--- src/rtl/nbr_pkg.sv ---
package nbr_pkg;
    typedef enum logic [2:0] {
        WK_NONE = 3'd0,
        WK_CHR  = 3'd1,
        WK_PRG0 = 3'd2,
        WK_PRG1 = 3'd3,
        WK_MIR  = 3'd4
    } wr_kind_e;
endpackage

--- src/rtl/nbr_wr_decode.sv ---
module nbr_wr_decode
    import nbr_pkg::*;
#(
    parameter int ADDR_W = 16,
    parameter int IDX_W  = 3,
    parameter logic [ADDR_W-1:0] CHR_LO = 16'hB000,
    parameter logic [ADDR_W-1:0] CHR_HI = 16'hE003
) (
    input  logic              wr_en,
    input  logic              mode_en,
    input  logic [ADDR_W-1:0] addr,
    output wr_kind_e          kind,
    output logic [IDX_W-1:0]  idx,
    output logic              hi
);
    localparam int TOP_W = 4;

    logic [ADDR_W-1:0] idx_full;
    logic [TOP_W-1:0]  top;
    logic              in_chr;

    always_comb begin
        // arithmetic index decode
        idx_full = ((((addr & ADDR_W'(2)) | (addr >> 10)) >> 1) + ADDR_W'(2));
        idx      = idx_full[IDX_W-1:0];
        hi       = addr[0];
        top      = addr[ADDR_W-1 -: TOP_W];
        in_chr   = (addr >= CHR_LO) && (addr <= CHR_HI);
        kind     = WK_NONE;
        if (wr_en && mode_en) begin
            if (in_chr) begin
                kind = WK_CHR;
            end else begin
                unique case (top)
                    4'h8:    kind = WK_PRG0;
                    4'hA:    kind = WK_PRG1;
                    4'h9:    kind = WK_MIR;
                    default: kind = WK_NONE;
                endcase
            end
        end
    end

    always_comb begin
        a_r9_gate_decode : assert (mode_en || kind == WK_NONE);
    end
endmodule

--- src/rtl/nbr_chr_file.sv ---
module nbr_chr_file #(
    parameter int NREG  = 8,
    parameter int REG_W = 8,
    parameter int IDX_W = $clog2(NREG)
) (
    input  logic                        clk,
    input  logic                        rst_n,
    input  logic                        we,
    input  logic [IDX_W-1:0]            idx,
    input  logic                        hi,
    input  logic [REG_W/2-1:0]          nib,
    output logic [NREG-1:0][REG_W-1:0]  regs_o
);
    localparam int NIB_W = REG_W / 2;
    localparam int HALF  = NREG / 2;

    typedef struct packed {
        logic [NREG-1:0][REG_W-1:0] bank;
    } chr_state_t;

    chr_state_t st_d, st_q;

    function automatic chr_state_t reset_state();
        chr_state_t s;
        for (int i = 0; i < NREG; i++) begin
            s.bank[i] = (i < HALF) ? {REG_W{1'b1}} : REG_W'(i);
        end
        return s;
    endfunction

    always_comb begin
        st_d = st_q;
        if (we) begin
            if (hi) st_d.bank[idx][REG_W-1 -: NIB_W] = nib;  // high half
            else    st_d.bank[idx][NIB_W-1:0]        = nib;  // low half
        end
    end

    always_ff @(posedge clk) begin
        if (!rst_n) st_q <= reset_state();
        else        st_q <= st_d;
    end

    assign regs_o = st_q.bank;

    a_r9_hold_when_idle : assert property (@(posedge clk) disable iff (!rst_n)
        !we |=> $stable(st_q));

    for (genvar g = 0; g < NREG; g++) begin : g_chk
        a_r4_high_kept : assert property (@(posedge clk) disable iff (!rst_n)
            (we && idx == IDX_W'(g) && !hi) |=>
            st_q.bank[g][REG_W-1 -: NIB_W] == $past(st_q.bank[g][REG_W-1 -: NIB_W]));
        a_r4_low_kept : assert property (@(posedge clk) disable iff (!rst_n)
            (we && idx == IDX_W'(g) && hi) |=>
            st_q.bank[g][NIB_W-1:0] == $past(st_q.bank[g][NIB_W-1:0]));
        a_r3_other_regs_kept : assert property (@(posedge clk) disable iff (!rst_n)
            (we && idx != IDX_W'(g)) |=> $stable(st_q.bank[g]));
    end
endmodule

--- src/rtl/nbr_byte_regs.sv ---
module nbr_byte_regs
    import nbr_pkg::*;
#(
    parameter int DATA_W = 8
) (
    input  logic              clk,
    input  logic              rst_n,
    input  wr_kind_e          kind,
    input  logic [DATA_W-1:0] data,
    output logic [DATA_W-1:0] prg0_o,
    output logic [DATA_W-1:0] prg1_o,
    output logic              mirror_o
);
    typedef struct packed {
        logic [DATA_W-1:0] prg0;
        logic [DATA_W-1:0] prg1;
        logic [DATA_W-1:0] mir;
    } byte_state_t;

    byte_state_t st_d, st_q;

    always_comb begin
        st_d = st_q;
        unique case (kind)
            WK_PRG0: st_d.prg0 = data;
            WK_PRG1: st_d.prg1 = data;
            WK_MIR:  st_d.mir  = data;
            default: ;
        endcase
    end

    always_ff @(posedge clk) begin
        if (!rst_n) begin
            st_q.prg0 <= '0;
            st_q.prg1 <= DATA_W'(1);
            st_q.mir  <= '0;
        end else begin
            st_q <= st_d;
        end
    end

    assign prg0_o   = st_q.prg0;
    assign prg1_o   = st_q.prg1;
    assign mirror_o = st_q.mir[0];

    a_r5_prg0_load : assert property (@(posedge clk) disable iff (!rst_n)
        (kind == WK_PRG0) |=> st_q.prg0 == $past(data));
    a_r5_prg1_load : assert property (@(posedge clk) disable iff (!rst_n)
        (kind == WK_PRG1) |=> st_q.prg1 == $past(data));
    a_r5_mir_load : assert property (@(posedge clk) disable iff (!rst_n)
        (kind == WK_MIR) |=> st_q.mir == $past(data));
    a_r5_no_stray : assert property (@(posedge clk) disable iff (!rst_n)
        (kind == WK_NONE || kind == WK_CHR) |=> $stable(st_q));
endmodule

--- src/rtl/nbr_bank_ctl.sv ---
module nbr_bank_ctl
    import nbr_pkg::*;
#(
    parameter int PRG_PAGES = 64,
    parameter int PRG_W     = 8,
    parameter int NCHR      = 8,
    parameter int CHR_REG_W = 8
) (
    input  logic                            clk,
    input  logic                            rst_n,
    input  logic                            mode_en_i,
    input  logic                            outer_bank_i,
    input  logic                            wr_en_i,
    input  logic [15:0]                     wr_addr_i,
    input  logic [PRG_W-1:0]                wr_data_i,
    output logic [3:0][PRG_W-1:0]           prg_page_o,
    output logic [NCHR-1:0][CHR_REG_W:0]    chr_page_o,
    output logic                            mirror_horiz_o
);
    localparam int ADDR_W = 16;
    localparam int IDX_W  = $clog2(NCHR);
    localparam int NIB_W  = CHR_REG_W / 2;
    localparam logic [PRG_W-1:0] PAGE_LAST2 = PRG_W'(PRG_PAGES - 2);
    localparam logic [PRG_W-1:0] PAGE_LAST1 = PRG_W'(PRG_PAGES - 1);

    wr_kind_e                        kind;
    logic [IDX_W-1:0]                idx;
    logic                            hi;
    logic [NCHR-1:0][CHR_REG_W-1:0]  chr_regs;
    logic [PRG_W-1:0]                prg0, prg1;
    logic                            mir;
    logic                            outer_d, outer_q;

    nbr_wr_decode #(.ADDR_W(ADDR_W), .IDX_W(IDX_W)) u_dec (
        .wr_en   (wr_en_i),
        .mode_en (mode_en_i),
        .addr    (wr_addr_i),
        .kind    (kind),
        .idx     (idx),
        .hi      (hi)
    );

    nbr_chr_file #(.NREG(NCHR), .REG_W(CHR_REG_W), .IDX_W(IDX_W)) u_chr (
        .clk    (clk),
        .rst_n  (rst_n),
        .we     (kind == WK_CHR),
        .idx    (idx),
        .hi     (hi),
        .nib    (wr_data_i[NIB_W-1:0]),  // low data bits only
        .regs_o (chr_regs)
    );

    nbr_byte_regs #(.DATA_W(PRG_W)) u_byte (
        .clk      (clk),
        .rst_n    (rst_n),
        .kind     (kind),
        .data     (wr_data_i),
        .prg0_o   (prg0),
        .prg1_o   (prg1),
        .mirror_o (mir)
    );

    always_comb begin
        outer_d = outer_bank_i;
    end

    always_ff @(posedge clk) begin
        if (!rst_n) outer_q <= 1'b0;
        else        outer_q <= outer_d;
    end

    always_comb begin
        prg_page_o[0] = prg0;
        prg_page_o[1] = prg1;
        prg_page_o[2] = PAGE_LAST2;
        prg_page_o[3] = PAGE_LAST1;
        for (int i = 0; i < NCHR; i++) begin
            chr_page_o[i] = {outer_q, chr_regs[i]};
        end
        mirror_horiz_o = mir;
    end

    a_r9_disabled_no_change : assert property (@(posedge clk) disable iff (!rst_n)
        !mode_en_i |=> ($stable(chr_regs) && $stable(prg0) && $stable(prg1) && $stable(mir)));
    a_r8_outer_follows : assert property (@(posedge clk) disable iff (!rst_n)
        1'b1 |=> chr_page_o[0][CHR_REG_W] == $past(outer_bank_i));
    a_r2_out_of_range_chr_kept : assert property (@(posedge clk) disable iff (!rst_n)
        (wr_addr_i < 16'hB000 || wr_addr_i > 16'hE003) |=> $stable(chr_regs));
endmodule

--- config.mk ---
export PLATFORM = sky130hd
export DESIGN_NAME = nbr_bank_ctl
export DESIGN_NICKNAME = d
export VERILOG_FILES = /design/src/rtl/nbr_pkg.sv /design/src/rtl/nbr_wr_decode.sv /design/src/rtl/nbr_chr_file.sv /design/src/rtl/nbr_byte_regs.sv /design/src/rtl/nbr_bank_ctl.sv
export SDC_FILE = /design/constraint.sdc
export NUM_CORES = 1
export LEC_CHECK = 0
export ABC_AREA = 1
export BUFFER_PORTS_ARGS = -buffer_cell sky130_fd_sc_hd__buf_4
export CAP_MARGIN = 20
export CORE_UTILIZATION = 30
export CTS_CLUSTER_DIAMETER = 150
export DETAILED_ROUTE_END_ITERATION = 8
export GPL_TIMING_DRIVEN = 0
export HOLD_SLACK_MARGIN = 0.1
export PLACE_DENSITY = 0.59
export SLEW_MARGIN = 10
export SYNTH_ARGS = -nofsm -noshare
export SYNTH_HDL_FRONTEND = slang
export SYNTH_HIERARCHICAL = 1
export SYNTH_SLANG_ARGS = --single-unit
--- constraint.sdc ---
create_clock -name clk -period 2.84 [get_ports clk]
set_clock_uncertainty 0.05 [all_clocks]
set_input_delay 0 -clock clk [delete_from_list [all_inputs] [get_ports clk]]
set_output_delay 0 -clock clk [all_outputs]
set_load 0.01 [all_outputs]
==> metrics.md, run 1 <==
| Metric | Value |
|---|---|
| Status | `complete, but fails checks` |
| Failing checks | `DRC` |
| Most frequent cells in the layout | `166 x nand2_1, 143 x buf_4, 104 x nor2_1` |
| DIE HEIGHT | `~110 microns` |
| IO Count | `~130` |
| Final period demand of the worst path | `between 2 and 2.5 ns` |
| Mapped Cells | `524` |
| Combinational fraction of design power | `under 10%` |
| Cell count of the worst reg-to-reg path | `4` |
| Pre-CTS WS | `roughly 0.22 ns` |
| Final setup margin | `0.535 ns` |
| CP Capture Type | `register` |
| Layout fillers | `roughly 1.2k` |
| Clock sinks | `82` |
| Worst vdd ir | `0.216 mV` |
| Reg clk slew, reported paths | `approximately 0.060 ns` |
| Per-cell routed wire length | `around 12 microns` |
| HPWL Detailed | `approximately 7700 microns` |
| Leakage | `around 0.0026 uW` |
| DRC viols | `8` |
| Crit-path max FO | `10` |
| Clock Path Buffers | `2` |
| Max Fclk | `around 430 MHz` |
| Initial antenna violation count | `0` |
| Area growth syn-to-layout | `42.9%` |
| Max-cap violations | `0` |
| Antenna Cells | `0` |
| Largest net degree at the start of global routing | `14` |
| Internal | `just over 2000 uW` |
| Initial DRC Count | `between 100 and 150` |
| Yosys reg bits | `82` |
| Fin nets | `slightly above 700` |
| Clk root buf | `clkbuf_16` |
| Cts repair resizes | `0` |
| Clock share of power | `approximately 48%` |
| Max Transition Viols Final | `0` |
| Hold slack | `between 0.1 and 0.15 ns` |
| 1st-pass router iterations | `9` |
| Core Footprint | `between 10000 and 15000 sq um` |
| Die Footprint | `around 12000 sq um` |
| Worst skew pair latency | `around 0.33 ns` |
| # rows | `39` |
| Placed Instance Area | `roughly 4700 sq um` |
| Starting Density | `slightly above 30%` |
| Proportion of layout cells with a drive suffix above 1 | `about a quarter` |
| Unique masters post-synth | `22` |
| Residual overflow from global routing | `0` |
| Critical Path Start Type | `input port` |
| First-pass GRT wire length | `16300 microns` |
| Endpoints failing hold | `0` |
| Sw Share | `between 20% and 30%` |
| HP Class | `input port to register` |
| Least-Margin Pin Slew | `~0.65 ns` |
| Avg Synthesized Cell Area | `6.87 sq um` |
| Final TNS setup | `0 ns` |
| Vias in the first global route | `3384` |
| Num CTS Buffers | `9` |
| DRT antenna net count | `0` |
| Port Buffers | `117` |
| Most common cell after layout, fill and taps aside | `nand2_1` |
| Seq pwr share | `a little over two fifths` |
| Power per cell area | `520 nW/um^2` |
| Fin crit share | `between 80% and 90%` |
| Total number of H-tree levels | `3` |
| Final setup fails | `0` |
| DR vias/cell | `about 4.4` |
| Worst EP required | `roughly 3.0 ns` |
| Die X | `112 microns` |
| RSZ-0062 raised after global routing | `false` |
| Cell Area, Synth | `roughly 3600 sq um` |
| CTS tree | `yes` |
| Relative slew slack | `56.7%` |
| Arrival time at the worst endpoint | `2.46 ns` |
| Placed insts | `798` |
| Non-Filler Instances | `824` |
| Final wirelength | `10300 microns` |
| Worst setup path class | `input port to register` |
| Sw power | `about 610 uW` |
| Post-route cell area | `5150 sq um` |
| GP Congestion | `0.779` |
| Total via count in the routed design | `between 3k and 4k` |
| Cell count of the worst hold path | `8` |
| Seq/Total Area, Yosys | `45.6%` |
| Total Routing Usage GR | `16.5%` |
| Synth Warn # | `6` |
[synthesized netlist by cell type, drive strengths merged]
cell    instances  area share, %
clkbuf          9           0.94
dfxtp          82             46
conb            2           0.21
a21oi           2           0.28
or2             1           0.17
nand4           1           0.17
nand2         169             18
o21ai          11            1.6
inv            41            4.3
nor3            1           0.28
nor2          109             12
ha              4            1.4
buf            33            6.7
nand3          59            8.9
[worst max-delay path, cell delays in order]
cell and delay [ns]:
buf_4 0.12, inv_1 0.21, ha_1 0.23, inv_1 0.07, o21ai_1 0.16, o21ai_2 0.10
a21oi_1 0.52, inv_1 0.09, nand2_1 0.09, nor2_2 0.05, nand2_1 0.25, buf_2 0.28
nor2_1 0.12, nand2_1 0.08, nand3_1 0.09
[final timing paths]
path | start | endpoint | slack [ns]
worst max-delay path | wr_addr_i[12] | u_chr/regs_o[9]$_SDFFE_PN1P_ | 0.53
worst min-delay path | wr_addr_i[14] | u_byte/mirror_o$_SDFFE_PN0N_ | 0.15
worst max register to register | u_byte/prg0_o[5]$_SDFFE_PN0N_ | u_byte/prg0_o[5]$_SDFFE_PN0N_ | 2.15
worst min register to register | u_chr/regs_o[56]$_SDFFE_PN1P_ | u_chr/regs_o[56]$_SDFFE_PN1P_ | 0.41
[area by class of cell]
type / instances / area [sq um] / share of cell area [%]
Timing Repair Buffer: 128 / 988 / 19.2
Sequential cell: 82 / 1640 / 31.9
Buffer: 42 / 274 / 5.32
Clock buffer: 11 / 253 / 4.91
Multi-Input combinational cell: 373 / 1590 / 30.8
Clock inverter: 4 / 73.8 / 1.43
Inverter: 41 / 154 / 2.99
Tap cell: 143 / 179 / 3.48
[power groups by stage]
stage	clock (uW)	combinational [uW]	sequential (uW)
final	1290	227	1160
after global routing	1360	250	1160
after CTS	1320	227	1160
after detailed placement	0	214	1190
after global placement	0	212	1190
after floorplan	0	122	1190
[through the flow]
stage	total power [uW]	util (%)
2_1_floorplan	1310	-
3_3_place_gp	1400	40.7
3_5_place_dp	1400	40.7
4_1_cts	2710	44.5
5_1_grt	2780	44.5
6_report	2680	44.5
[registers in the layout, summed over array words and instances (netlist names)]
| signal | flops |
|---|---|
| u_byte/prg0_o | 8 |
| outer_q | 1 |
| u_byte/mirror_o | 1 |
| u_byte/prg1_o | 8 |
| u_chr/regs_o | 64 |
[routing by layer]
layer | global-route usage (%) | part of all wire, % | vias to the layer above
li1 | - | - | 1864
met4 | 7.12 | 1.7 | 0
met2 | 28.7 | 48 | 100
met1 | 20.1 | 46 | 1618
met3 | 2.72 | 4.3 | 12
met5 | 0 | 0 | -
[logic make-up (layout without fill, tap and decap cells)]
| group | Yosys count | count (layout) | synth area share [%] |
|---|---|---|---|
| buffers and inverters | 83 | 226 | 11.9 |
| other | 2 | 16 | 0.208 |
| AOI/OAI and AO/OA | 13 | 13 | 1.91 |
| adders and majority gates | 4 | 4 | 1.39 |
| DFF | 82 | 82 | 45.6 |
| and+or+nand+nor | 340 | 340 | 39.0 |
[what timing repair did]
item                                   in CTS  in global routing
buffers inserted                            0                  0
endpoints found under the hold margin      32                  0
hold buffers                               11                  0
No activity file was read; power rests on OpenSTA's default activity.
==> run 2: changes to the inputs <==
- PLACE_DENSITY: 0.59 -> 0.61
- clock period: 2.84 -> 1.9 ns (I/O delays scaled with it)
==> run 2 against run 1 <==
  * The run still ends with DRC left
  * Power grew 40%
  * Global-route usage grew 0.086 points
  * Final cell count grew 0.61%
  * Setup slack lost 0.38 ns
  * Die area is the same
  * Hold slack lost 0.0018 ns
  * Register-to-register slack lost 0.95 ns
  * Sequential power grew 50%
  * Combinational power grew 59%
  * Sequential share of layout area shrank 0.62 points
  * Largest cell class is now multi-input combinational cells
==> metrics.md, run 2 (synthesis results as in run 1) <==
| Metric | Value |
|---|---|
| Clk root buf | `clkbuf_16` |
| DR vias/cell | `about 4.3` |
| Number of flip-flops in the largest register | `64` |
| Die Footprint | `about 12000 sq um` |
| Port Buffers | `117` |
| Util after Layout | `between 40% and 50%` |
| Initial antenna violation count | `0` |
| Final wirelength | `just over 10000 microns` |
| Most frequent cells in the layout | `164 x nand2_1, 147 x buf_4, 99 x nor2_1` |
| Max Transition Viols Final | `0` |
| Endpoints failing hold | `0` |
| 1st-pass router iterations | `9` |
| Critical Path Start Type | `input port` |
| Starting Density | `31.1%` |
| Critical path buffers and inverters | `5` |
| Slowest-stage cell, CP | `o21ai_0` |
| # rows | `39` |
| Clock Path Buffers | `2` |
| CP Capture Type | `register` |
| Total via count in the routed design | `about 3.6k` |
| Max-cap violations | `0` |
| CP max stage delay | `0.30 ns` |
| Per-cell routed wire length | `between 10 and 15 microns` |
| Total Routing Usage GR | `~17%` |
| DRT antenna net count | `0` |
| Arrival time at the worst endpoint | `1.90 ns` |
| Hold slack | `around 0.15 ns` |
| Final setup fails | `0` |
| Largest net degree at the start of global routing | `14` |
| Die X | `between 100 and 150 microns` |
| IO Count | `134` |
| Reg clk slew, reported paths | `roughly 0.06 ns` |
| First-pass GRT wire length | `about 16000 microns` |
| Worst vdd ir | `~0.35 mV` |
| Worst EP required | `~2 ns` |
| DIE HEIGHT | `about 110 microns` |
| GP Congestion | `between 0.7 and 0.8` |
| Power per cell area | `between 700 and 800 nW/um^2` |
| Antenna Cells | `0` |
| Status | `complete, but fails checks` |
| Total number of H-tree levels | `3` |
| CTS tree | `yes` |
| HPWL Detailed | `about 7500 microns` |
| Final TNS setup | `0 ns` |
| Num CTS Buffers | `9` |
| Least-Margin Pin Slew | `0.652 ns` |
| Crit path cell chain | `buf_4, clkinvlp_4, buf_4, ha_1, o21ai_0, a21oi_4, inv_1, nand2_1, nor2_4, nand2_4, buf_4, o21ai_0, nand3_1` |
| Proportion of layout cells with a drive suffix above 1 | `28.0%` |
| Clock sinks | `82` |
| Final period demand of the worst path | `between 1.5 and 2 ns` |
| RSZ-0062 raised after global routing | `false` |
| Leakage | `between 0.002 and 0.003 uW` |
| Relative slew slack | `a little under three fifths` |
| DRC viols | `8` |
| Most common cell after layout, fill and taps aside | `nand2_1` |
| Top cell by count, worst path | `buf_4` |
| Fin nets | `about 700` |
| Delay-heaviest family, CP | `buffers and inverters` |
| Area growth syn-to-layout | `45.7%` |
| Core Footprint | `approximately 12000 sq um` |
| Worst skew pair latency | `around 0.34 ns` |
| Vias in the first global route | `approximately 3.3k` |
| Crit-path max FO | `10` |
| Max Fclk | `573 MHz` |
| Fin crit share | `91.8%` |
| HP Class | `input port to register` |
| Worst setup path class | `input port to register` |
| Layout fillers | `between 1k and 1.5k` |
| Residual overflow from global routing | `0` |
| Initial DRC Count | `223` |
| Failing checks | `DRC` |
## run 2: per-stage QoR
stage	total power [uW]	area, sq um	instances	worst slack (ns)
floorplan	1970	3660	538	0.0587
global placement	2100	4720	798	-0.486
global route	3900	5250	829	0.0217
detailed placement	2100	4720	798	-0.540
CTS	3780	5160	826	0.00757
finish	3750	5250	829	0.155
## run 2: routing by layer
metal,GRT usage (%),wire (microns),up-vias
met1,20.5,4570,1622
met5,0,0,-
li1,-,-,1880
met4,8.11,148,0
met2,27.8,5000,92
met3,3.16,515,9
## run 2: path summary, 6_finish.rpt
path / cells after the start / to / from / slack [ns]
max: 13 / u_chr/regs_o[27]$_SDFFE_PN1P_ / wr_addr_i[12] / 0.16
min: 7 / u_byte/mirror_o$_SDFFE_PN0N_ / wr_addr_i[14] / 0.15
max reg2reg: 2 / u_chr/regs_o[27]$_SDFFE_PN1P_ / u_chr/regs_o[27]$_SDFFE_PN1P_ / 1.20
min reg2reg: 2 / u_chr/regs_o[2]$_SDFFE_PN1P_ / u_chr/regs_o[2]$_SDFFE_PN1P_ / 0.41
## run 2: timing repair
action / 4_1_cts / 5_1_grt
hold buffers: 11 / 0
buffers inserted: 1 / 3
setup endpoints to repair: 63 / 64
pin swaps: 0 / 3
gates resized for setup: 9 / 19
hold endpoints to repair: 34 / 0
gates cloned: 0 / 0
## run 2: tightest hold or removal path, stage by stage
cell and delay (ns):
buf_4 0.09, nor3_2 0.05, nand2_1 0.08, a21oi_2 0.07
nand2_1 0.08, nor2_1 0.04, nor2_1 0.08
## run 2: layout make-up
cell class,count,area (sq um),area share (%)
timing repair buffer,132,1030,19.6
inverter,41,161,3.07
buffer,42,277,5.27
multi-input combinational,373,1680,31.9
tap,143,179,3.41
clock inverter,3,23.8,0.453
sequential,82,1640,31.3
clock buffer,13,260,4.96
## run 2: power by group
| part | internal (uW) | switching [uW] | total, uW |
|---|---|---|---|
| registers | 1730 | 8.21 | 1740 |
| logic | 157 | 204 | 360 |
| clock network | 960 | 688 | 1650 |
| total | 2850 | 900 | 3750 |
